===== src/rtl/ovl_pkg.sv =====
package ovl_pkg;
  typedef enum logic [1:0] {ST_IDLE = 2'd0, ST_ARM = 2'd1, ST_DATA = 2'd2} seq_e;

  // field positions inside the configuration byte
  localparam int MODE_SEL_BIT  = 0;
  localparam int MODE_ECHO_BIT = 1;
  localparam int MODE_SZ_LSB   = 2;
  localparam int BANK_WR_LSB   = 0;
  localparam int BANK_RD_LSB   = 3;
  localparam int SZW           = 2;
  localparam int BKW           = 3;

  function automatic logic [BKW-1:0] bank_map(input logic [SZW-1:0] sz,
                                              input logic [BKW-1:0] bank,
                                              input logic [1:0]     a_top);
    case (sz)
      2'd0:    bank_map = bank;
      2'd1:    bank_map = {bank[2:1], a_top[0]};
      default: bank_map = {bank[2], a_top};
    endcase
  endfunction
endpackage


===== src/rtl/ovl_seq.sv =====
module ovl_seq
  import ovl_pkg::*;
#(
  parameter int AW          = 16,
  parameter int DW          = 8,
  parameter logic [AW-1:0] CMD_WR_ADDR = 16'h7FF0,
  parameter logic [AW-DW-1:0] MODE_PAGE = 8'h7E,
  parameter logic [AW-DW-1:0] BANK_PAGE = 8'h7D
) (
  input  logic          clk_i,
  input  logic          rst_ni,
  input  logic          strobe_n_i,
  input  logic [AW-1:0] addr_i,
  output logic [DW-1:0] addr_lo_o,
  output logic          cyc_end_o,
  output logic          wr_state_o,
  output logic          mode_hit_o,
  output logic          bank_hit_o
);
  localparam int PW = AW - DW;

  logic          strobe_q;
  logic [AW-1:0] addr_q;
  seq_e          st_q, st_d;
  logic [PW-1:0] page;
  logic          page_mode, page_bank, is_unlock;

  always_ff @(posedge clk_i or negedge rst_ni) begin
    if (!rst_ni) begin
      strobe_q <= 1'b1;
      addr_q   <= '0;
      st_q     <= ST_IDLE;
    end else begin
      strobe_q <= strobe_n_i;
      if (!strobe_n_i) addr_q <= addr_i;
      st_q <= st_d;
    end
  end

  assign cyc_end_o = strobe_n_i & ~strobe_q;
  assign page      = addr_q[AW-1:DW];
  assign page_mode = (page == MODE_PAGE);
  assign page_bank = (page == BANK_PAGE);
  assign is_unlock = (addr_q == CMD_WR_ADDR);

  always_comb begin
    st_d = st_q;
    if (cyc_end_o) begin
      case (st_q)
        ST_IDLE: st_d = is_unlock ? ST_ARM : ST_IDLE;
        ST_ARM:  st_d = (is_unlock | page_mode | page_bank) ? ST_IDLE : ST_DATA;
        default: st_d = ST_IDLE;
      endcase
    end
  end

  assign addr_lo_o  = addr_q[DW-1:0];
  assign wr_state_o = (st_q == ST_DATA);
  assign mode_hit_o = cyc_end_o & (st_q == ST_IDLE) & page_mode;
  assign bank_hit_o = cyc_end_o & (st_q == ST_IDLE) & page_bank;
endmodule


===== src/rtl/ovl_cfg.sv =====
module ovl_cfg
  import ovl_pkg::*;
#(
  parameter int DW = 8
) (
  input  logic           clk_i,
  input  logic           rst_ni,
  input  logic           cyc_end_i,
  input  logic           wr_state_i,
  input  logic           mode_hit_i,
  input  logic           bank_hit_i,
  input  logic [DW-1:0]  addr_lo_i,
  output logic [DW-1:0]  hold_o,
  output logic           sel_ram_o,
  output logic           echo_o,
  output logic [SZW-1:0] size_o,
  output logic [BKW-1:0] wbank_o,
  output logic [BKW-1:0] rbank_o
);
  always_ff @(posedge clk_i or negedge rst_ni) begin
    if (!rst_ni) begin
      hold_o    <= '0;
      sel_ram_o <= 1'b0;
      echo_o    <= 1'b0;
      size_o    <= '0;
      wbank_o   <= '0;
      rbank_o   <= '0;
    end else begin
      // the write cycle itself must not overwrite the byte it stores
      if (cyc_end_i && !wr_state_i) hold_o <= addr_lo_i;
      if (mode_hit_i) begin
        sel_ram_o <= addr_lo_i[MODE_SEL_BIT];
        echo_o    <= addr_lo_i[MODE_ECHO_BIT];
        size_o    <= addr_lo_i[MODE_SZ_LSB +: SZW];
      end
      if (bank_hit_i) begin
        wbank_o <= addr_lo_i[BANK_WR_LSB +: BKW];
        rbank_o <= addr_lo_i[BANK_RD_LSB +: BKW];
      end
    end
  end
endmodule


===== src/rtl/ovl_map.sv =====
module ovl_map
  import ovl_pkg::*;
#(
  parameter int DW = 8
) (
  input  logic           strobe_n_i,
  input  logic           wr_state_i,
  input  logic           sel_ram_i,
  input  logic           echo_i,
  input  logic [SZW-1:0] size_i,
  input  logic [BKW-1:0] wbank_i,
  input  logic [BKW-1:0] rbank_i,
  input  logic [1:0]     a_top_i,
  input  logic [DW-1:0]  hold_i,
  output logic           rom_cs_n_o,
  output logic           rom_oe_n_o,
  output logic           ram_cs_n_o,
  output logic           ram_oe_n_o,
  output logic           ram_we_n_o,
  output logic [BKW-1:0] ram_ahi_o,
  output logic [DW-1:0]  data_o,
  output logic           data_oe_o
);
  logic use_wbank;

  always_comb begin
    rom_cs_n_o = 1'b1;
    rom_oe_n_o = 1'b1;
    ram_cs_n_o = 1'b1;
    ram_oe_n_o = 1'b1;
    ram_we_n_o = 1'b1;
    data_oe_o  = 1'b0;
    use_wbank  = 1'b0;
    if (!strobe_n_i) begin
      if (wr_state_i) begin
        ram_cs_n_o = 1'b0;
        ram_we_n_o = 1'b0;
        data_oe_o  = 1'b1;
        use_wbank  = 1'b1;
      end else if (sel_ram_i) begin
        ram_cs_n_o = 1'b0;
        ram_oe_n_o = 1'b0;
      end else begin
        rom_cs_n_o = 1'b0;
        rom_oe_n_o = 1'b0;
        if (echo_i) begin
          ram_cs_n_o = 1'b0;
          ram_we_n_o = 1'b0;
          use_wbank  = 1'b1;
        end
      end
    end
  end

  assign ram_ahi_o = bank_map(size_i, use_wbank ? wbank_i : rbank_i, a_top_i);
  assign data_o    = data_oe_o ? hold_i : '0;
endmodule


===== src/rtl/ovl_ctrl.sv =====
module ovl_ctrl
  import ovl_pkg::*;
#(
  parameter int AW = 16,
  parameter int DW = 8,
  parameter logic [AW-1:0]    CMD_WR_ADDR = 16'h7FF0,
  parameter logic [AW-DW-1:0] MODE_PAGE   = 8'h7E,
  parameter logic [AW-DW-1:0] BANK_PAGE   = 8'h7D
) (
  input  logic          clk_i,
  input  logic          rst_ni,
  input  logic [AW-1:0] addr_i,
  input  logic          cs_n_i,
  input  logic          oe_n_i,
  output logic          rom_cs_n_o,
  output logic          rom_oe_n_o,
  output logic          ram_cs_n_o,
  output logic          ram_oe_n_o,
  output logic          ram_we_n_o,
  output logic [2:0]    ram_ahi_o,
  output logic [DW-1:0] data_o,
  output logic          data_oe_o
);
  logic           strobe_n;
  logic [DW-1:0]  addr_lo, hold;
  logic           cyc_end, wr_state, mode_hit, bank_hit;
  logic           sel_ram, echo;
  logic [SZW-1:0] size;
  logic [BKW-1:0] wbank, rbank;

  assign strobe_n = cs_n_i | oe_n_i;

  ovl_seq #(
    .AW(AW), .DW(DW), .CMD_WR_ADDR(CMD_WR_ADDR),
    .MODE_PAGE(MODE_PAGE), .BANK_PAGE(BANK_PAGE)
  ) u_seq (
    .clk_i, .rst_ni,
    .strobe_n_i(strobe_n), .addr_i,
    .addr_lo_o(addr_lo), .cyc_end_o(cyc_end), .wr_state_o(wr_state),
    .mode_hit_o(mode_hit), .bank_hit_o(bank_hit)
  );

  ovl_cfg #(.DW(DW)) u_cfg (
    .clk_i, .rst_ni,
    .cyc_end_i(cyc_end), .wr_state_i(wr_state),
    .mode_hit_i(mode_hit), .bank_hit_i(bank_hit), .addr_lo_i(addr_lo),
    .hold_o(hold), .sel_ram_o(sel_ram), .echo_o(echo), .size_o(size),
    .wbank_o(wbank), .rbank_o(rbank)
  );

  ovl_map #(.DW(DW)) u_map (
    .strobe_n_i(strobe_n), .wr_state_i(wr_state), .sel_ram_i(sel_ram),
    .echo_i(echo), .size_i(size), .wbank_i(wbank), .rbank_i(rbank),
    .a_top_i(addr_i[AW-1:AW-2]), .hold_i(hold),
    .rom_cs_n_o, .rom_oe_n_o, .ram_cs_n_o, .ram_oe_n_o, .ram_we_n_o,
    .ram_ahi_o, .data_o, .data_oe_o
  );
endmodule


===== config.mk =====
export PLATFORM = sky130hd
export DESIGN_NAME = ovl_ctrl
export DESIGN_NICKNAME = d
export VERILOG_FILES = /design/src/rtl/ovl_pkg.sv /design/src/rtl/ovl_seq.sv /design/src/rtl/ovl_cfg.sv /design/src/rtl/ovl_map.sv /design/src/rtl/ovl_ctrl.sv
export SDC_FILE = /design/constraint.sdc
export NUM_CORES = 1
export LEC_CHECK = 0
export BUFFER_PORTS_ARGS = -buffer_cell sky130_fd_sc_hd__buf_4
export CORE_MARGIN = 5
export CORE_UTILIZATION = 40
export CTS_CLUSTER_DIAMETER = 30
export DETAILED_ROUTE_END_ITERATION = 8
export SLEW_MARGIN = 10
export SYNTH_ARGS = -nofsm -noshare
export SYNTH_HDL_FRONTEND = slang
export SYNTH_SLANG_ARGS = --single-unit

===== constraint.sdc =====
create_clock -name clk_i -period 2.2 [get_ports clk_i]
set_input_delay 0.33 -clock clk_i [delete_from_list [all_inputs] [get_ports clk_i]]
set_output_delay 0.33 -clock clk_i [all_outputs]
set_load 0.01 [all_outputs]

==> After elaboration in Yosys (flattened, before gate mapping) <==
Cells that the tools add are included.
{ "totals": {"ram_bits": 0, "romBits": 0, "inputBits": 20, "latch_bits": 0, "n_memories": 0, "regBits": 37, "output_inout_bits": 17} }
{ "classes": {"n_eq_ne": 6, "div_mod_pow": 0, "mul": 0, "n_addsub": 0, "reduce_logical": 4, "bitwise_logic": 8, "magnitude_cmp": 0, "shifts": 0, "muxes": 25} }
{ "op_table": {"columns": ["op", "n"], "rows": [
  ["1-bit 2-to-1 mux", 20],
  ["16-bit by 15-bit == test with 1-bit output, second input constant", 1],
  ["8-bit by 7-bit == test with 1-bit output, second input constant", 2],
  ["8-bit 2-to-1 mux", 1],
  ["2-bit one-hot mux with 2 select lines", 2],
  ["1-bit bitwise AND", 4],
  ["2-bit by 1-bit == test with 1-bit output, second input constant", 2],
  ["2-bit logical NOT", 2],
  ["3-bit 2-to-1 mux", 1],
  ["1-bit OR", 3],
  ["2-bit == test, second input constant", 1],
  ["2-bit 2-to-1 mux", 1],
  ["1-bit logical AND", 1],
  ["1-bit logical NOT", 1],
  ["1-bit NOT", 1]
]} }

==> Longest topological paths before layout <==
Gate-level depths: netlist (run 1).
{ "logic_depth": {"ltp_word": 6, "ltp_mapped": 5, "depth_no_buf": 4} }

==> Modules after synthesis <==
From an unflattened synthesis (run 1), not the netlist that was laid out.
{ "unflattened": {"hier_cells": 137, "hier_area_um2": 1791.7} }
{ "by_module_without_submodules": {"columns": ["mod", "area_each_um2", "seq_area_each_um2", "n_inst", "cells_each"], "rows": [
  ["ovl_seq", 877.1, 476.7, 1, 66],
  ["ovl_cfg", 713.2, 450.4, 1, 39],
  ["ovl_map", 195.2, 0.0, 1, 31],
  ["ovl_ctrl", 6.3, 0.0, 1, 1]
]} }

==> Least setup slack after synthesis (run 1) <==
OpenSTA, ideal clock, no wires.
{ "synth_timing": {"kind": "input -> output", "from": "in oe_n_i", "to": "out rom_oe_n_o", "setup_slack_ns": 0.446, "required_time_ns": 1.870, "cell_stages": 5, "t_arrival_ns": 1.424, "path_cell_list": "nor2_1 buf_2 inv_1 or3_1 buf_4"} }
{ "synth_via": {"elab_chain_len": 2} }
{ "synth_lines": {"columns": ["element", "line", "source"], "rows": [
  ["start: declaration", "ovl_ctrl.sv:14", "input logic oe_n_i,"],
  ["1-bit OR", "ovl_ctrl.sv:31", "assign strobe_n = cs_n_i | oe_n_i;"],
  ["via strobe_n", "ovl_ctrl.sv:24", "logic strobe_n;"],
  ["1-bit 2-to-1 mux", null, null],
  ["end: declaration", "ovl_ctrl.sv:16", "output logic rom_oe_n_o,"]
]} }
The timed path passes the listed nets, and every way through them passes these cells.

==> Final worst setup path (run 1) <==
{ "layout_timing": {"from": "reg u_seq.st_q[0]", "to": "out ram_ahi_o[2]"} }
{ "layout_via": {"elab_chain_len": 4} }
{ "layout_lines": {"columns": ["element", "line", "source"], "rows": [
  ["start: declaration", "ovl_seq.sv:24", "seq_e st_q, st_d;"],
  ["start signal: assignment", "ovl_seq.sv:36", "st_q <= st_d;"],
  ["2-bit == test", "ovl_seq.sv:58", "assign wr_state_o = (st_q == ST_DATA);"],
  ["1-bit 2-to-1 mux", "ovl_map.sv:35", "if (wr_state_i) begin"],
  ["1-bit 2-to-1 mux", "ovl_map.sv:34", "if (!strobe_n_i) begin"],
  ["3-bit 2-to-1 mux", "ovl_map.sv:55", "assign ram_ahi_o = bank_map(size_i, use_wbank ? wbank_i : rbank_i, a_top_i);"],
  ["end: declaration", "ovl_ctrl.sv:20", "output logic [2:0] ram_ahi_o,"]
]} }
No other way between the ends.

==> impl_metrics.py, run 1 <==
metrics = {
    "floorplanning": {
        "dieArea_um2": 5520,
        "start_util_pct": 41.4,
        "die_h_um": 74.3,
        "io_pins": 37,
        "die_x_um": 74.3,
        "num_rows": 23,
        "core_um2": 4000,
    },
    "worst_setup_path": {
        "endpoint": "ram_ahi_o[2]",
        "crit_fanout": 6,
        "path_class": "flip-flop to output pin",
        "worst_ep_arrival_time_ns": 1.67,
        "cp-end-kind": "output pin",
        "r2r_cells": 4,
        "crit_required_ns": 1.87,
        "rrSetupSlack_ns": 0.45,
        "r2r-start": "u_seq.addr_q[15]",
        "r2r-end": "u_cfg.rbank_o[0]",
        "crit_start": "u_seq.st_q[0]",
        "worstSetupStartpointType": "flip-flop",
    },
    "yosys": {
        "syn_inst": 119,
        "syn-cell-area_um2": 1650,
        "synth_adder_area_share_pct": 0,
        "synthTopCellsByArea": "dfrtp_1, mux2_2, and3_1",
        "synth_xor_area_share_pct": 0,
        "synth_compound_area_share_pct": 3.33,
        "ys_ff_latch": 37,
        "synth.area.mux_share_pct": 25.0,
        "syn_nets": 139,
        "synth.distinct_cells": 30,
        "ys.flop_type": "dfrtp_1",
        "synth.avg_cell_area_um2": 13.9,
        "synth_top_area_cell": "dfrtp_1",
        "synth_top_area_share_pct": 54.5,
        "ys.warnings.count": 0,
        "synth_edf_count": 0,
        "synth_top_family_by_area": "multiplexers",
        "synth-simple-area-share_pct": 13.6,
        "synth-async-reset-ratio_pct": 100,
        "ys_seq_area_share_pct": 56.1,
    },
    "pwr": {
        "seq_power_share_pct": 56.3,
        "p_clk_share_pct": 30.6,
        "power_density_nw_per_um2": 721,
        "combPwrFrac_pct": 13.2,
        "leakage_nw": 0.980,
        "finalPower_mw": 1.51,
        "netSwitchingFraction_pct": 25.5,
        "p_int_mw": 1.12,
        "ir_drop_uv": 479,
        "p_switching_mw": 0.384,
    },
    "timing": {
        "fmax_mhz": 501,
        "finClkSkew_ns": 0.00155,
        "grt_setup_unrepaired": "false",
        "setup_ws_ns": 0.202,
        "layout_min_cycle_time_ns": 2.00,
        "finalSetupViolCount": 0,
        "slew_violations": 0,
        "period_share_pct": 90.8,
        "tns_ns": 0,
        "hold_violations": 0,
        "tightestPinTransition_ns": 0.462,
        "maxSlewHeadroom_pct": 68.9,
    },
    "layout": {
        "finalNetCount": 181,
        "layout_common_cells": "buf_4, dfrtp_1, mux2_2",
        "diodes": 0,
        "stdcell_count": 212,
        "postLayoutCellArea_um2": 2090,
        "layout-drive-gt1-share_pct": 56.2,
        "syn2layout_area_growth_pct": 26.2,
        "final_common_cell": "buf_4",
    },
    "clocking": {
        "cts_buffers": 5,
        "htreeDepth": 2,
        "clockRootBuffer": "clkbuf_8",
        "insertion_delay_ns": 0.29,
        "cts_setup_buffers": 0,
        "cts_tree": "done",
        "cts.clk_slew.worst_paths_ns": 0.07,
        "cts_buffer_depth": 2,
        "numClockSinks": 37,
    },
    "job": {
        "drv_cap": 0,
    },
    "placement": {
        "portBuffers": 36,
        "placed_cell_area_um2": 1990,
        "preCtsSetupSlack_ns": 0.389,
        "gp_congestion": 0.747,
        "place_hpwl_um": 2510,
        "dp_cells": 203,
    },
    "route": {
        "totalWireLength_um": 3360,
        "vias_per_cell": 5.05,
        "initialDrtViolationCount": 9,
        "dr.pass1.iters": 4,
        "post_drt_wl_per_cell_um": 15.8,
        "drc": 0,
        "vias": 1071,
        "ant_nets": 0,
    },
    "global_route": {
        "grt_pass1_wl_um": 5870,
        "antenna_found_initial": 0,
        "grt_pass1_vias": 1174,
        "grt-ovfl-total": 0,
        "track_usage_pct": 14.5,
        "grt_max_degree": 38,
    },
    "worst_hold_path": {
        "min_path_type": "primary input to flip-flop",
    },
    "status": {
        "status": "finished clean",
    },
}
-- routing by layer --
layer / part of all wire, % / track usage (%) / up-vias
met3: 4.0 / 4.46 / 4
li1: - / - / 512
met4: 1.8 / 5.93 / 0
met1: 42 / 17.8 / 537
met5: 0 / 0 / -
met2: 52 / 23.8 / 18
-- cell type report --
| cell class | instances | area, um^2 |
|---|---|---|
| fill | 360 | 1910 |
| tap | 50 | 62.6 |
| sequential | 37 | 927 |
| clock inverter | 3 | 17.5 |
| multi-input combinational | 75 | 701 |
| inverter | 2 | 7.51 |
| timing repair buffer | 40 | 303 |
| clock buffer | 5 | 68.8 |
-- registers in the layout (all words and copies together), names as in the netlist --
| signal | flops |
|---|---|
| u_seq.addr_q | 16 |
| u_cfg.hold_o | 8 |
| u_cfg.rbank_o | 3 |
| u_cfg.wbank_o | 3 |
| u_cfg.size_o | 2 |
| u_seq.st_q | 2 |
| u_cfg.echo_o | 1 |
| u_cfg.sel_ram_o | 1 |
| u_seq.strobe_q | 1 |
-- cell families (layout without fill, tap and decap cells) --
| kind of cell | Yosys count | in the layout |
|---|---|---|
| buffers and inverters | 7 | 50 |
| and+or+nand+nor | 29 | 29 |
| muxes | 37 | 37 |
| AOI/OAI and AO/OA | 9 | 9 |
| DFF | 37 | 37 |
-- synthesized netlist by cell type (all sizes together) (3+ instances only) --
cell    n
o21ai   4
and3    8
buf     3
nor4    3
dfrtp  36
nor2    4
mux2   35
-- critical path: stages, from the launching register on --
cell     delay [ns]
dfrtp_1        0.51
nor2b_2        0.09
o21ai_2        0.27
mux2_2         0.37
buf_4          0.14
-- power groups by stage --
stage,combinational [mW],clock [mW],sequential (mW)
floorplan,0.134,0,0.834
global placement,0.192,0,0.857
detailed placement,0.201,0,0.862
CTS,0.203,0.478,0.848
global route,0.219,0.511,0.863
finish,0.198,0.460,0.847
-- metrics by stage --
step	hold slack [ns]	util, %
CTS	0.260	52.1
global placement	0.309	49.7
detailed placement	0.314	49.7
floorplan	0.0344	-
global route	0.258	52.2
finish	0.270	52.2
-- how the worst min path moves through the flow --
stage	slack (ns)	cells past startpoint	to	start
after floorplan	0.03	0	u_cfg.echo_o	rst_ni
after global placement	0.31	1	u_seq.addr_q[3]	rst_ni
after detailed placement	0.31	1	u_seq.addr_q[5]	rst_ni
after CTS	0.26	2	u_seq.addr_q[10]	addr_i[10]
after global routing	0.26	2	u_seq.addr_q[4]	addr_i[4]
final	0.27	2	u_seq.addr_q[4]	addr_i[4]
-- what timing repair did --
item                                   in CTS  in global routing
gates resized for setup                     0                  1
endpoints found under the hold margin      28                  0
hold buffers                                1                  0
setup endpoints to repair                   0                  3
(Power assumes the default switching activity.)
==> inputs of run 2 (changes only) <==
--- a/config.mk
+++ b/config.mk
@@ -6,10 +6,12 @@
 export NUM_CORES = 1
 export LEC_CHECK = 0
 export BUFFER_PORTS_ARGS = -buffer_cell sky130_fd_sc_hd__buf_4
+export CAP_MARGIN = 20
 export CORE_MARGIN = 5
 export CORE_UTILIZATION = 40
 export CTS_CLUSTER_DIAMETER = 30
 export DETAILED_ROUTE_END_ITERATION = 8
+export PLACE_DENSITY = 0.59
 export SLEW_MARGIN = 10
 export SYNTH_ARGS = -nofsm -noshare
 export SYNTH_HDL_FRONTEND = slang
==> impl_metrics.py, run 2 (synthesis results as in run 1) <==
metrics = {
    "status": {
        "status": "finished with violations",
        "failed_checks": "hold timing",
    },
    "worst_setup_path": {
        "worst_path_max_delay_cell": "dfrtp_1",
        "crit_start": "u_seq.st_q[0]",
        "cp_top_family": "flip-flops",
        "r2r-start": "u_seq.addr_q[15]",
        "max_stage_delay_ns": 0.52,
        "path_class": "flip-flop to output pin",
        "worstSetupStartpointType": "flip-flop",
        "crit_chain": "nor2b_2 > o21ai_2 > mux2_2 > buf_4",
        "crit_required_ns": 1.87,
        "crit_fanout": 6,
        "crit_buf_inv": 1,
        "worst_ep_arrival_time_ns": 1.70,
        "cp-end-kind": "output pin",
    },
    "layout": {
        "diodes": 0,
        "finalNetCount": 180,
        "top_register": "u_seq.addr_q",
        "largest_register_ffs": 16,
        "layout_common_cells": "buf_4, dfrtp_1, mux2_2",
        "reg_top3": "u_seq.addr_q x16, u_cfg.hold_o x8",
        "final_common_cell": "buf_4",
        "stdcell_count": 211,
        "layout-drive-gt1-share_pct": 56.5,
        "syn2layout_area_growth_pct": 25.6,
        "utilization_pct": 51.9,
    },
    "clocking": {
        "cts_buffer_depth": 2,
        "ctsHoldBuffers": 0,
        "clockRootBuffer": "clkbuf_8",
        "cts_setup_buffers": 0,
        "cts.clk_slew.worst_paths_ns": 0.08,
        "cts_buffers": 5,
        "htreeDepth": 2,
        "numClockSinks": 37,
        "insertion_delay_ns": 0.29,
        "cts_tree": "done",
        "ctsResizeCount": 0,
    },
    "timing": {
        "period_share_pct": 92.3,
        "fmax_mhz": 492,
        "worst_hold_slack_ns": -0.00994,
        "maxSlewHeadroom_pct": 66.2,
        "finalSetupViolCount": 0,
        "hold_violations": 20,
        "tns_ns": 0,
        "grt_setup_unrepaired": "false",
        "finClkSkew_ns": 0.00495,
        "slew_violations": 0,
        "layout_min_cycle_time_ns": 2.03,
        "tightestPinTransition_ns": 0.503,
    },
    "route": {
        "vias_per_cell": 5.26,
        "dr.pass1.iters": 4,
        "ant_nets": 0,
        "drc": 0,
        "post_drt_wl_per_cell_um": 16.9,
        "vias": 1110,
        "totalWireLength_um": 3570,
        "initialDrtViolationCount": 32,
    },
    "global_route": {
        "track_usage_pct": 14.7,
        "antenna_found_initial": 0,
        "grt_pass1_wl_um": 6080,
        "grt_pass1_vias": 1246,
        "grt-ovfl-total": 0,
        "grt_max_degree": 38,
    },
    "placement": {
        "portBuffers": 36,
        "dp_cells": 203,
        "gp_congestion": 0.817,
        "place_hpwl_um": 2680,
    },
    "floorplanning": {
        "start_util_pct": 41.4,
        "core_um2": 4000,
        "die_x_um": 74.3,
        "num_rows": 23,
        "die_h_um": 74.3,
        "dieArea_um2": 5520,
        "io_pins": 37,
    },
    "pwr": {
        "finalPower_mw": 1.51,
        "leakage_nw": 0.976,
        "ir_drop_uv": 463,
        "power_density_nw_per_um2": 729,
    },
    "worst_hold_path": {
        "min_path_type": "primary input to async pin",
    },
    "job": {
        "drv_cap": 0,
    },
}
[run 2: worst paths after layout]
kind / to / slack (ns) / cells after the start
max: ram_ahi_o[2] / 0.17 / 4
min in group clk_i: u_seq.addr_q[5] / 0.27 / 2
min reg2reg: u_cfg.hold_o[3] / 0.50 / 1
min: u_seq.addr_q[3] / -0.01 / 1
max reg2reg: u_cfg.wbank_o[1] / 0.40 / 4
max in group asynchronous: u_seq.strobe_q / 1.86 / 1
[run 2: worst register-to-register path: cells and delay by family, from the launching register on]
family	cells	cell delay, ns
multiplexers	1	0.40
AND/OR/NAND/NOR	3	0.90
flip-flops	1	0.39
[run 2: metrics by stage]
stage                     cell area (um^2)  worst slack [ns]
final                                 2080             0.168
after global routing                  2080            0.0924
after CTS                             2070            0.0435
after detailed placement              1990             0.383
after global placement                1990             0.438
after floorplan                       1650             0.446
[run 2: power breakdown]
part	leakage [nW]	switching, mW	total (mW)	internal (mW)
combinational	0.472	0.0766	0.199	0.122
clock	0.0439	0.250	0.469	0.219
sequential	0.460	0.0681	0.847	0.779
total	0.976	0.395	1.51	1.12
[run 2: layer usage]
metal	up-vias	GRT usage (%)	routed length, um
met5	-	0	0
met4	0	4.35	34
met3	4	4.59	165
met2	25	24.6	1840
met1	567	18.4	1520
li1	514	-	-
[run 2: layout make-up]
| cell class | instances | area, um^2 |
|---|---|---|
| Sequential cell | 37 | 927 |
| Clock buffer | 5 | 68.8 |
| Multi-Input combinational cell | 75 | 701 |
| Inverter | 2 | 7.51 |
| Clock inverter | 3 | 17.5 |
| Tap cell | 50 | 62.6 |
| Fill cell | 362 | 1920 |
| Timing Repair Buffer | 39 | 293 |
==> inputs of run 3 (changes only) <==
--- a/config.mk
+++ b/config.mk
@@ -9,6 +9,7 @@
 export CAP_MARGIN = 20
 export CORE_MARGIN = 5
 export CORE_UTILIZATION = 40
+export CTS_BUF_LIST = sky130_fd_sc_hd__clkbuf_16
 export CTS_CLUSTER_DIAMETER = 30
 export DETAILED_ROUTE_END_ITERATION = 8
 export PLACE_DENSITY = 0.59
==> impl_metrics.py, run 3 (synthesis results as in run 1) <==
metrics = {
    "global_route": {
        "grt_pass1_vias": 1244,
        "grt_pass1_wl_um": 6100,
        "track_usage_pct": 15.0,
        "grt-ovfl-total": 0,
        "antenna_found_initial": 0,
        "grt_max_degree": 38,
    },
    "layout": {
        "layout_common_cells": "buf_4, dfrtp_1, mux2_2",
        "layout-drive-gt1-share_pct": 56.5,
        "finalNetCount": 180,
        "top_register": "u_seq.addr_q",
        "final_common_cell": "buf_4",
        "largest_register_ffs": 16,
        "postLayoutCellArea_um2": 2130,
        "diodes": 0,
        "reg_top3": "u_seq.addr_q x16, u_cfg.hold_o x8",
        "fill_cells": 350,
        "syn2layout_area_growth_pct": 29.0,
    },
    "floorplanning": {
        "dieArea_um2": 5520,
        "die_x_um": 74.3,
        "start_util_pct": 41.4,
        "die_h_um": 74.3,
        "core_um2": 4000,
        "io_pins": 37,
        "num_rows": 23,
    },
    "timing": {
        "finalSetupViolCount": 0,
        "period_share_pct": 91.3,
        "slew_violations": 0,
        "fmax_mhz": 498,
        "maxSlewHeadroom_pct": 65.5,
        "layout_min_cycle_time_ns": 2.01,
        "finClkSkew_ns": 0.00282,
        "hold_violations": 0,
        "grt_setup_unrepaired": "false",
        "tns_ns": 0,
        "tightestPinTransition_ns": 0.513,
    },
    "worst_setup_path": {
        "worstSetupStartpointType": "flip-flop",
        "crit_fanout": 6,
        "crit_required_ns": 1.87,
        "cp-end-kind": "output pin",
        "cp_top_family": "flip-flops",
        "worst_ep_arrival_time_ns": 1.68,
        "path_class": "flip-flop to output pin",
        "worst_path_max_delay_cell": "dfrtp_1",
        "max_stage_delay_ns": 0.51,
        "crit_buf_inv": 1,
        "crit_chain": "nor2b_2 > o21ai_2 > mux2_2 > buf_4",
    },
    "route": {
        "ant_nets": 0,
        "drc": 0,
        "post_drt_wl_per_cell_um": 17.0,
        "totalWireLength_um": 3590,
        "vias": 1114,
        "initialDrtViolationCount": 42,
        "dr.pass1.iters": 4,
        "vias_per_cell": 5.28,
    },
    "clocking": {
        "numClockSinks": 37,
        "cts_tree": "done",
        "cts_buffer_depth": 2,
        "insertion_delay_ns": 0.28,
        "clockRootBuffer": "clkbuf_16",
        "cts.clk_slew.worst_paths_ns": 0.06,
        "ctsHoldBuffers": 0,
        "cts_buffers": 5,
        "htreeDepth": 2,
    },
    "pwr": {
        "power_density_nw_per_um2": 813,
        "leakage_nw": 1.00,
        "ir_drop_uv": 580,
    },
    "placement": {
        "placed_cell_area_um2": 1990,
        "portBuffers": 36,
        "place_hpwl_um": 2680,
        "gp_congestion": 0.817,
    },
    "worst_hold_path": {
        "min_path_type": "primary input to async pin",
    },
    "job": {
        "drv_cap": 0,
    },
    "status": {
        "status": "finished clean",
    },
}
## run 3: changes by cell type in the layout (fill, tap and decap cells not counted)
| cell | delta |
|---|---|
| clkbuf_8 | -5 |
| clkbuf_16 | +5 |
## run 3: path summary, 6_finish.rpt
path,end,slack (ns),cells after the start,startpoint
worst max-delay path,ram_ahi_o[2],0.19,4,u_seq.st_q[0]
worst min-delay path,u_seq.addr_q[3],0.006,1,rst_ni
worst max register to register,u_cfg.wbank_o[1],0.39,4,u_seq.addr_q[15]
worst min register to register,u_cfg.hold_o[3],0.49,1,u_cfg.hold_o[3]
max in group asynchronous,u_seq.strobe_q,1.84,1,rst_ni
min in group clk_i,u_seq.addr_q[5],0.28,2,addr_i[5]
## run 3: worst reg2reg max path: stages (launching register included)
cell and delay [ns]:
dfrtp_1 0.38, and4b_1 0.31, nand3_4 0.12, nor4_4 0.48, mux2_2 0.40
## run 3: layer usage
metal / part of all wire [%] / GRT usage [%] / wire, um
met5: 0 / 0 / 0
met4: 1.7 / 6.13 / 62
met3: 4.4 / 4.59 / 158
met2: 51 / 24.5 / 1840
met1: 43 / 18.6 / 1530
## run 3: timing repair
action,4_1_cts,5_1_grt
resized for setup,0,1
buffers inserted,0,0
endpoints found under the hold margin,0,0
endpoints found under the setup margin,0,1
## run 3: stage by stage
step	util [%]	hold WS (ns)	instances	setup WS, ns	total power, mW
3_3_place_gp	49.7	0.314	203	0.438	1.05
5_1_grt	53.3	0.0505	211	0.122	1.82
6_report	53.3	0.00591	211	0.192	1.73
4_1_cts	53.2	0.0234	211	0.0680	1.75
3_5_place_dp	49.7	0.319	203	0.383	1.07
2_1_floorplan	-	0.0344	119	0.446	0.968
## run 3: cell type report
type	count	area, um^2	share of cell area [%]
clock buffers	5	125	5.87
clock inverters	3	17.5	0.821
inverters	2	7.51	0.352
multi-input cells	75	701	32.8
flip-flops and latches	37	927	43.5
well taps	50	62.6	2.93
repair buffers	39	293	13.7
## run 3: power by group
part,switching (mW),leakage (nW),internal (mW),total (mW)
Sequential,0.0679,0.460,0.781,0.849
Clock,0.272,0.0696,0.415,0.686
Combinational,0.0770,0.472,0.122,0.199
Total,0.417,1.00,1.32,1.73
